### src/rtl/pair_rekey_pkg.sv
// Shared types for the card pairing and rekey controller.
// Assumes: nothing beyond the consumers importing it.
package pair_rekey_pkg;

    // Controller states; only the decode in the top module gives them meaning.
    typedef enum logic [3:0] {
        ST_IDLE,     // a slot is empty, cards unpowered
        ST_PWRUP,    // cards powered, bus still isolated
        ST_READ,     // key blocks being read
        ST_MOUNT,    // mount requested
        ST_LIVE,     // volume mounted
        ST_ERROR,    // inconsistent pair, steady indicator
        ST_HOLD,     // button held while mounted, blinking
        ST_UNMOUNT,  // forced unmount requested
        ST_INIT      // key initialisation requested
    } ctrl_state_t;

endpackage

### src/rtl/pair_btn_debounce.sv
// Button synchroniser and tick-based debouncer.
// Does: brings the raw level through two flops, then accepts a new level only after
// it has differed from the accepted level for DEB_MS consecutive ticks.
// Emits a one-cycle press pulse together with each accepted rising level.
// Assumes: tick_ms is a single-cycle pulse; DEB_MS >= 2.
module pair_btn_debounce #(
    parameter int DEB_MS = 20
) (
    input  logic clk,
    input  logic rst_n,
    input  logic tick_ms,
    input  logic btn_raw,
    output logic btn_level,
    output logic btn_press
);
    localparam int RW = $clog2(DEB_MS);
    localparam logic [RW-1:0] RUN_LAST = RW'(DEB_MS - 1);

    logic          sync1, sync2;
    logic [RW-1:0] run;

    // Synchronise, count stable-different ticks, accept the level and flag a press.
    always_ff @(posedge clk) begin
        if (!rst_n) begin
            sync1     <= 1'b0;
            sync2     <= 1'b0;
            run       <= '0;
            btn_level <= 1'b0;
            btn_press <= 1'b0;
        end else begin
            sync1     <= btn_raw;
            sync2     <= sync1;
            btn_press <= 1'b0;
            if (sync2 == btn_level) begin
                run <= '0;
            end else if (tick_ms) begin
                if (run == RUN_LAST) begin
                    btn_level <= sync2;
                    btn_press <= sync2;
                    run       <= '0;
                end else begin
                    run <= run + 1'b1;
                end
            end
        end
    end

endmodule

### src/rtl/pair_blink_gen.sv
// Blink phase generator for the hold indication.
// Does: while clr is low, toggles its output every BLINK_MS ticks; clr forces the
// phase back to "on" with the count at zero, so a blink always starts lit.
// Assumes: tick_ms is a single-cycle pulse; BLINK_MS >= 2.
module pair_blink_gen #(
    parameter int BLINK_MS = 250
) (
    input  logic clk,
    input  logic rst_n,
    input  logic tick_ms,
    input  logic clr,
    output logic phase_on
);
    localparam int BW = $clog2(BLINK_MS);
    localparam logic [BW-1:0] PHASE_LAST = BW'(BLINK_MS - 1);

    logic [BW-1:0] cnt;

    // Count ticks inside one phase and flip the phase at its end.
    always_ff @(posedge clk) begin
        if (!rst_n || clr) begin
            cnt      <= '0;
            phase_on <= 1'b1;
        end else if (tick_ms) begin
            if (cnt == PHASE_LAST) begin
                cnt      <= '0;
                phase_on <= ~phase_on;
            end else begin
                cnt <= cnt + 1'b1;
            end
        end
    end

endmodule

### src/rtl/pair_check.sv
// Pair consistency decision, purely combinational.
// Does: declares the pair valid when both magic values are right, the volume
// identifiers agree and exactly one card is marked as the B card.
// Assumes: inputs are steady while the read handshake completes.
module pair_check (
    input  logic slot0_magic_ok,
    input  logic slot1_magic_ok,
    input  logic slot0_side_b,
    input  logic slot1_side_b,
    input  logic vol_id_match,
    output logic pair_valid
);
    // One A and one B card, both recognised, same volume.
    always_comb begin
        pair_valid = slot0_magic_ok && slot1_magic_ok && vol_id_match
                     && (slot0_side_b != slot1_side_b);
    end

endmodule

### src/rtl/pair_rekey_ctrl.sv
// Card pairing and rekey controller (top).
// Does: sequences card power and bus isolation, runs the key-block read handshake,
// mounts a consistent pair or lights the error indicator, and interprets the single
// button: immediate key initialisation from the error state, or a blinking
// hold that forces unmount, rekey and remount when held for HOLD_MS ticks.
// Assumes: tick_ms pulses once per millisecond for one cycle; every done input is
// a one-cycle pulse given only while its request is high.
module pair_rekey_ctrl
    import pair_rekey_pkg::*;
#(
    parameter int PWR_MS   = 10,
    parameter int DEB_MS   = 20,
    parameter int BLINK_MS = 250,
    parameter int HOLD_MS  = 5000
) (
    input  logic clk,
    input  logic rst_n,
    input  logic tick_ms,
    input  logic btn_raw,
    input  logic slot0_present,
    input  logic slot1_present,
    input  logic slot0_magic_ok,
    input  logic slot1_magic_ok,
    input  logic slot0_side_b,
    input  logic slot1_side_b,
    input  logic vol_id_match,
    input  logic rd_done,
    input  logic mnt_done,
    input  logic umnt_done,
    input  logic kinit_done,
    output logic card_pwr_on,
    output logic bus_off,
    output logic rd_req,
    output logic mnt_req,
    output logic umnt_req,
    output logic kinit_req,
    output logic err_led
);
    localparam int LONGEST = (HOLD_MS > PWR_MS) ? HOLD_MS : PWR_MS;
    localparam int CW      = $clog2(LONGEST + 1);
    localparam logic [CW-1:0] PWR_LAST  = CW'(PWR_MS - 1);
    localparam logic [CW-1:0] HOLD_LAST = CW'(HOLD_MS - 1);

    ctrl_state_t   st, nxt;
    logic [CW-1:0] ms_cnt;
    logic          both_in, pair_valid, btn_level, btn_press, blink_on;

    pair_btn_debounce #(.DEB_MS(DEB_MS)) u_deb (
        .clk       (clk),
        .rst_n     (rst_n),
        .tick_ms   (tick_ms),
        .btn_raw   (btn_raw),
        .btn_level (btn_level),
        .btn_press (btn_press)
    );

    pair_blink_gen #(.BLINK_MS(BLINK_MS)) u_blink (
        .clk      (clk),
        .rst_n    (rst_n),
        .tick_ms  (tick_ms),
        .clr      (st != ST_HOLD),
        .phase_on (blink_on)
    );

    pair_check u_check (
        .slot0_magic_ok (slot0_magic_ok),
        .slot1_magic_ok (slot1_magic_ok),
        .slot0_side_b   (slot0_side_b),
        .slot1_side_b   (slot1_side_b),
        .vol_id_match   (vol_id_match),
        .pair_valid     (pair_valid)
    );

    assign both_in = slot0_present && slot1_present;

    // Next-state decision; an empty slot overrides everything.
    always_comb begin
        nxt = st;
        unique case (st)
            ST_IDLE:    if (both_in) nxt = ST_PWRUP;
            ST_PWRUP:   if (tick_ms && ms_cnt == PWR_LAST) nxt = ST_READ;
            ST_READ:    if (rd_done) nxt = pair_valid ? ST_MOUNT : ST_ERROR;
            ST_MOUNT:   if (mnt_done) nxt = ST_LIVE;
            ST_LIVE:    if (btn_press) nxt = ST_HOLD;
            ST_ERROR:   if (btn_press) nxt = ST_INIT;
            ST_HOLD: begin
                if (!btn_level)                             nxt = ST_LIVE;
                else if (tick_ms && ms_cnt == HOLD_LAST)    nxt = ST_UNMOUNT;
            end
            ST_UNMOUNT: if (umnt_done) nxt = ST_INIT;
            ST_INIT:    if (kinit_done) nxt = ST_MOUNT;
            default:    nxt = ST_IDLE;
        endcase
        if (!both_in) nxt = ST_IDLE;
    end

    // State register.
    always_ff @(posedge clk) begin
        if (!rst_n) st <= ST_IDLE;
        else        st <= nxt;
    end

    // Millisecond counter for the power-up wait and the hold window; zeroed on every state change.
    always_ff @(posedge clk) begin
        if (!rst_n || nxt != st)                              ms_cnt <= '0;
        else if (tick_ms && (st == ST_PWRUP || st == ST_HOLD)) ms_cnt <= ms_cnt + 1'b1;
    end

    // Output decode from the registered state.
    always_comb begin
        card_pwr_on = (st != ST_IDLE);
        bus_off     = (st == ST_IDLE) || (st == ST_PWRUP);
        rd_req      = (st == ST_READ);
        mnt_req     = (st == ST_MOUNT);
        umnt_req    = (st == ST_UNMOUNT);
        kinit_req   = (st == ST_INIT);
        err_led     = (st == ST_ERROR) || ((st == ST_HOLD) && blink_on);
    end

endmodule

### config.mk
export PLATFORM = sky130hd
export DESIGN_NAME = pair_rekey_ctrl
export DESIGN_NICKNAME = d
export VERILOG_FILES = /design/src/rtl/pair_rekey_pkg.sv /design/src/rtl/pair_btn_debounce.sv /design/src/rtl/pair_blink_gen.sv /design/src/rtl/pair_check.sv /design/src/rtl/pair_rekey_ctrl.sv
export SDC_FILE = /design/constraint.sdc
export NUM_CORES = 1
export LEC_CHECK = 0
export BUFFER_PORTS_ARGS = -buffer_cell sky130_fd_sc_hd__buf_2
export CAP_MARGIN = 20
export CORE_MARGIN = 1
export CORE_UTILIZATION = 36
export DETAILED_ROUTE_END_ITERATION = 8
export PLACE_DENSITY = 0.59
export SLEW_MARGIN = 20
export SYNTH_ARGS = -nofsm -noshare
export SYNTH_HDL_FRONTEND = slang
export SYNTH_HIERARCHICAL = 1
export SYNTH_SLANG_ARGS = --single-unit
### constraint.sdc
create_clock -name clk -period 2.8 [get_ports clk]
set_input_delay 0.14 -clock clk [delete_from_list [all_inputs] [get_ports clk]]
set_output_delay 0.14 -clock clk [all_outputs]
set_load 0.02 [all_outputs]
## After elaboration in Yosys (flattened, before gate mapping)

Cells that the tools add are included.
Widths: inputs -> output; s select.

| storage, ports and cells | value |
|---|---|
| register bits after elaboration | 35 |
| memories | 0 |
| memory bits (read-only) | 0 |
| bits in latches | 0 |
| RAM bits | 0 |
| output and inout bits | 7 |
| input bits | 15 |
| word-level logic and storage cells | 67 |

| operators by class | value |
|---|---|
| bitwise gates (word level) | 5 |
| reductions and logical operators | 20 |
| divide/modulo/power cells | 0 |
| add/sub/neg operators | 3 |
| multiplexer cells | 14 |
| magnitude comparators | 0 |
| equality and inequality tests | 16 |
| multipliers | 0 |
| shifts and indexed selects | 0 |

Operators with widths:

| kind | number |
|---|---|
| $mux 4 | 10 |
| $pmux 4 s9 | 1 |
| $eq 4x3->1 const B | 4 |
| $add 13x1->13 const B | 1 |
| $eq 13x13->1 const B | 1 |
| $eq 13x4->1 const B | 1 |
| $add 8x1->8 const B | 1 |
| $eq 4x2->1 const B | 2 |
| $eq 8x8->1 const B | 1 |
| $logic_and 1x1->1 | 8 |
| $mux 8 | 1 |
| $add 5x1->5 const B | 1 |
| $eq 5x5->1 const B | 1 |
| $logic_or 1x1->1 | 5 |
| $mux 5 | 1 |
| $not 1->1 | 5 |
| $eq 4x1->1 const B | 1 |
| $eq 4x4->1 const B | 1 |
| $logic_not 4->1 | 1 |
| $ne 4x3->1 const B | 1 |
| $ne 4x4->1 | 1 |
| $reduce_bool 4->1 | 1 |
| $reduce_or 4->1 | 1 |
| $mux 3 | 1 |
| other kinds (6) | 6 |

## Depth between registers and ports, before layout

| depth | value |
|---|---|
| depth in word-level cells | 9 |
| gate-level depth with buffers | 9 |
| gate-level depth less buffers | 8 |

## Hierarchy

Netlist, hierarchy kept.

Modules (own cells, without submodules):

| module | sequential area each (µm²) | cells each | area each (µm²) | times used |
|---|---|---|---|---|
| pair_rekey_ctrl | 340.3 | 141 | 1221.2 | 1 |
| pair_blink_gen | 180.2 | 51 | 464.2 | 1 |
| pair_btn_debounce | 180.2 | 35 | 364.1 | 1 |
| pair_check | 0.0 | 3 | 17.5 | 1 |

## Worst setup path before layout

Ideal clock, no wire load.

| timing path | value |
|---|---|
| kind | register -> register |
| from | register st[2] |
| to | register ms_cnt[0] |
| library setup time | 62 ps |
| required time | 2738 ps |
| setup slack | 635 ps |
| buffers on the path | 1 |
| clock period less this slack | 2165 ps |
| arrival time | 2103 ps |
| stages on the path, launching flop included | 8 |
| cells stage by stage | dfxtp_1 > nor4b_2 > nand2b_1 > o21a_2 > a2111oi_4 > o2111ai_2 > buf_6 > nor2_2 |

| between the ends | value |
|---|---|
| elaborated cells on any way between the ends | 24 |
| classes of those cells | eq/ne: 9; mux: 11; reduce/logical: 4 |

RTL lines:

| element | RTL line | RTL |
|---|---|---|
| from (decl) | pair_rekey_ctrl.sv:44 | `ctrl_state_t st, nxt;` |
| from (signal assigned) | pair_rekey_ctrl.sv:100 | `else st <= nxt;` |
| $eq 4x4->1 | n/a |  |
| named net kinit_req | pair_rekey_ctrl.sv:36 | `output logic kinit_req,` |
| $pmux 4 s9 | pair_rekey_ctrl.sv:79 | `unique case (st)` |
| $mux 4 | pair_rekey_ctrl.sv:94 | `if (!both_in) nxt = ST_IDLE;` |
| $ne 4x4->1 | pair_rekey_ctrl.sv:105 | `if (!rst_n \|\| nxt != st) ms_cnt <= '0;` |
| $logic_or 1x1->1 | pair_rekey_ctrl.sv:105 |  |
| to (signal assigned) | pair_rekey_ctrl.sv:106 | `else if (tick_ms && (st == ST_PWRUP \|\| st == ST_HOLD)) ms_cnt <= ms_cnt + 1'b1;` |
| to (decl) | pair_rekey_ctrl.sv:45 | `logic [CW-1:0] ms_cnt;` |

The timed path passes the listed nets, and every way through them passes these cells.
A chain may end at the register's enable or synchronous reset.

## Worst setup path after layout

| timing path | value |
|---|---|
| from | register ms_cnt[5] |
| to | register ms_cnt[5] |

| between the ends | value |
|---|---|
| word-level cells in the longest chain between the ends | 8 |
| elaborated cells on any way between the ends | 12 |
| classes of those cells | add/sub: 1; eq/ne: 3; mux: 5; reduce/logical: 3 |

RTL lines:

| element | RTL line | RTL |
|---|---|---|
| $eq 13x13->1 | pair_rekey_ctrl.sv:88 | `else if (tick_ms && ms_cnt == HOLD_LAST) nxt = ST_UNMOUNT;` |
| $logic_and 1x1->1 | pair_rekey_ctrl.sv:88 |  |
| $mux 4 | pair_rekey_ctrl.sv:88 |  |
| $mux 4 | pair_rekey_ctrl.sv:87 | `if (!btn_level) nxt = ST_LIVE;` |
| $pmux 4 s9 | pair_rekey_ctrl.sv:79 |  |
| $mux 4 | pair_rekey_ctrl.sv:94 |  |
| $ne 4x4->1 | pair_rekey_ctrl.sv:105 |  |
| $logic_or 1x1->1 | pair_rekey_ctrl.sv:105 |  |

Several ways; a longest one is shown, not always the timed one.

==> results list <==
* Outcome: finished clean
* Max Clock Skew: 0.01006 ns
* Highest-count cells in the layout ignoring fill and taps: sky130_fd_sc_hd__dfxtp_1 (34), sky130_fd_sc_hd__nor2_1 (22), sky130_fd_sc_hd__buf_2 (21), sky130_fd_sc_hd__nand2_1 (19), sky130_fd_sc_hd__xor2_1 (12)
- Entering global routing, the biggest net connects 18 pins.
- Crit share post-route: 0.9197
- In this run the worst path has a maximum fanout of 13.
* Multi-input logic area: ~1300 um^2
* Level count of the clock H-tree: 2
- Most common cell after layout, fill and taps aside: sky130_fd_sc_hd__dfxtp_1
- Fin. max-slew vios: 0
- The worst-case IR drop observed on VDD is 0.0002280 V.
- The core region is 5507 um^2.
- The number of hold violations in the final report came to 0.
- Via-per-instance ratio: 5.061
- In this run the worst hold path is classified as in -> reg.
* Worst endpoint data arrival time: 2.71 ns
- The initial utilization of the core area, before any placement, comes to 0.3754.
* Number of diodes: 0
- Post-Synthesis Cells: 230
* Setup_tns: 0 ns
- Relative slew margins: 0.4398
* TritonCTS clock tree: done
- Bufs on Longest Clock Path: 2
- First-pass GRT wire length: 6913 um
- Once detailed placement completed, the half-perimeter wirelength came to 2908 um.
- Global placer's final weighted congestion: 0.7617
- Number of antenna violations at the first check in global routing: 0
- Leakage: roughly 0.81 nW
* CTS root buffer: sky130_fd_sc_hd__clkbuf_8
- Die area: approximately 6000 um^2
* Top-area cell type share of the netlist area: 0.3390
- Count of buffers inserted at the top-level ports: 21
* Achievable clock frequency: 0.3883 GHz
- Sequential area share after synthesis: 0.3390
- Number of fill cells: 549
* Total placed instance area: 2220 um^2
- Syn Std Cell Area: 2067 um^2
- Clock transition at path regs: 0.07 ns
- Transition at the pin with the smallest max-transition slack: 0.8403 ns
- In the final layout, the share of cells above drive strength 1 is 0.2588.
- Nets in the synthesized netlist: 250
* Number of global-route vias before repair: 1,483
* Total congestion overflow: 0
- The final route contains around 1,700 vias.
* Vertical die dimension: 77.78 um
- Setup repair after global routing left no endpoint under its margin.
- All-layer global routing usage: 0.1446
- Post-route DRC violation count: 0
* Clock latency reported for the late side of the worst-skew pair: 0.29 ns
* Clock sink count: 35
* Layout area overhead: 12.29%
- The initialized floorplan defines 27 standard-cell rows.
* Summed area of non-filler cells in the final layout: 2321 um^2
- FFs w/ async S/R, synth: 0
* Worst Setup Path Type: reg -> reg
* Register Area: 701.9 um^2
- Before antenna repair, the detailed router went through 6 iterations.
- Buffer count from post-CTS setup fixing: 0
- During I/O placement, the number of pins put on the boundary was 22.
- In this run the power density over the cells is 411.7 nW/um^2.
* Count of flip-flops with a built-in enable after synthesis: 0
- The count of nets left with antenna violations once routing finished came out at 0.
* Total setup violations reported at the end of the flow: 0
* Synth Warn #: 6
- After the first detailed-routing iteration, the DRC count stood at ~50.
- Crit path time final: 2.575 ns
* Number of CTS-inserted buffers: 5
- Cell accounting for the most synthesized area: sky130_fd_sc_hd__dfxtp_1
* Flip-flop and latch count after synthesis: 35
- Summed over all layers, the routed wires come to 3954 um.
- For the worst setup path, the data required time is 2.94 ns.
- Post-layout nets: 274
* Mean area per synthesized cell: 8.987 um^2
- Chip Width: 77.78 um
- Crit start category: flip-flop
- In the final routed layout, each cell accounts on average for 12.09 um.
- For this run, the leading register cell type out of synthesis is sky130_fd_sc_hd__dfxtp_1.
- Number of max-capacitance violations reported: 0
- Number of distinct library cells after synthesis: 64
* Biggest area contributors in the synthesized netlist: sky130_fd_sc_hd__dfxtp_1 (34%), sky130_fd_sc_hd__xor2_1 (5.1%), sky130_fd_sc_hd__nor2_1 (4.0%)
- STA classifies the critical path endpoint as a flip-flop.
[state kept, by name, summed over array words and instances (netlist names)]
signal and cells:
u_blink/cnt 8, u_deb/btn_level 1, st 4, u_deb/run 5
ms_cnt 13, u_deb/sync1 1, u_deb/sync2 1, u_blink/phase_on 1
u_deb/btn_press 1
[stage by stage]
step	hold slack (ns)	cells	total power (W)	utilization	setup slack, ns
after global routing	0.05056	327	0.001003	0.4215	0.05079
final	0.06742	327	0.0009555	0.4215	0.2247
after floorplan	0.2617	230	0.0005481	-	0.6348
after global placement	0.3569	319	0.0005675	0.4031	0.2418
after detailed placement	0.3643	319	0.0005677	0.4031	0.1939
after CTS	0.06066	327	0.0009784	0.4213	0.1535
[Yosys cell counts, drive strengths merged (3+ instances only)]
| master | n |
|---|---|
| or4 | 5 |
| and2 | 3 |
| mux2i | 3 |
| buf | 6 |
| nand2 | 22 |
| dfxtp | 35 |
| a21oi | 6 |
| nor3 | 6 |
| nor2 | 32 |
| inv | 10 |
| nor2b | 3 |
| nand2b | 6 |
| ha | 5 |
| nand3 | 7 |
| a31oi | 5 |
| nand4b | 3 |
| o211ai | 3 |
| nand4 | 8 |
| or4b | 3 |
| xor2 | 12 |
| xnor2 | 9 |
| or3 | 4 |
[final timing paths]
| check | start | to | slack [ns] | cells after the start |
|---|---|---|---|---|
| max | ms_cnt[5] | ms_cnt[5] | 0.22 | 6 |
| min reg2reg | u_deb/sync1 | u_deb/sync2 | 0.44 | 1 |
| max reg2reg | ms_cnt[5] | ms_cnt[5] | 0.22 | 6 |
| min | btn_raw | u_deb/sync1 | 0.07 | 2 |
[critical path, stage by stage (launching register included)]
cell,delay (ns)
sky130_fd_sc_hd__dfxtp_1,0.35
sky130_fd_sc_hd__or4_4,0.54
sky130_fd_sc_hd__or4_4,0.55
sky130_fd_sc_hd__nand2_2,0.09
sky130_fd_sc_hd__a31oi_1,0.09
sky130_fd_sc_hd__o2111ai_2,0.69
sky130_fd_sc_hd__nor2_1,0.12
[where the power goes]
group	switching (W)	internal, W
Combinational	0.0000296	0.0000219
Clock	0.000176	0.000224
Sequential	0.00000376	0.000500
[cells by family after synthesis]
| group | after synthesis | share of synthesized area |
|---|---|---|
| buffers and inverters | 16 | 0.04600 |
| AND/OR/NAND/NOR | 110 | 0.3160 |
| flip-flops | 35 | 0.3390 |
| multiplexers | 5 | 0.02542 |
| adder cells (fa/ha/maj) | 5 | 0.03027 |
| AO/OA/AOI/OAI | 38 | 0.1544 |
| XOR/XNOR | 21 | 0.08898 |
[layer usage]
| layer | up-vias | track usage | wire length [um] |
|---|---|---|---|
| li1 | 877 | - | - |
| met1 | 745 | 0.1910 | 2067 |
| met2 | 28 | 0.2204 | 1707 |
| met3 | 5 | 0.04118 | 141 |
| met4 | 0 | 0.05660 | 38 |
| met5 | - | 0 | 0 |
[layout make-up]
type | count | share of cell area
Multi-Input combinational cell | 179 | 0.5477
Sequential cell | 35 | 0.3024
Inverter | 10 | 0.01617
Timing Repair Buffer | 23 | 0.05175
Tap cell | 72 | 0.03881
Clock buffer | 8 | 0.04313
[timing repair]
item                       CTS  global route
hold buffers                 0             0
setup endpoints to repair    0            12
resized for setup            0             1
hold endpoints to repair     0             0
Power figures use the tool's default switching activity.
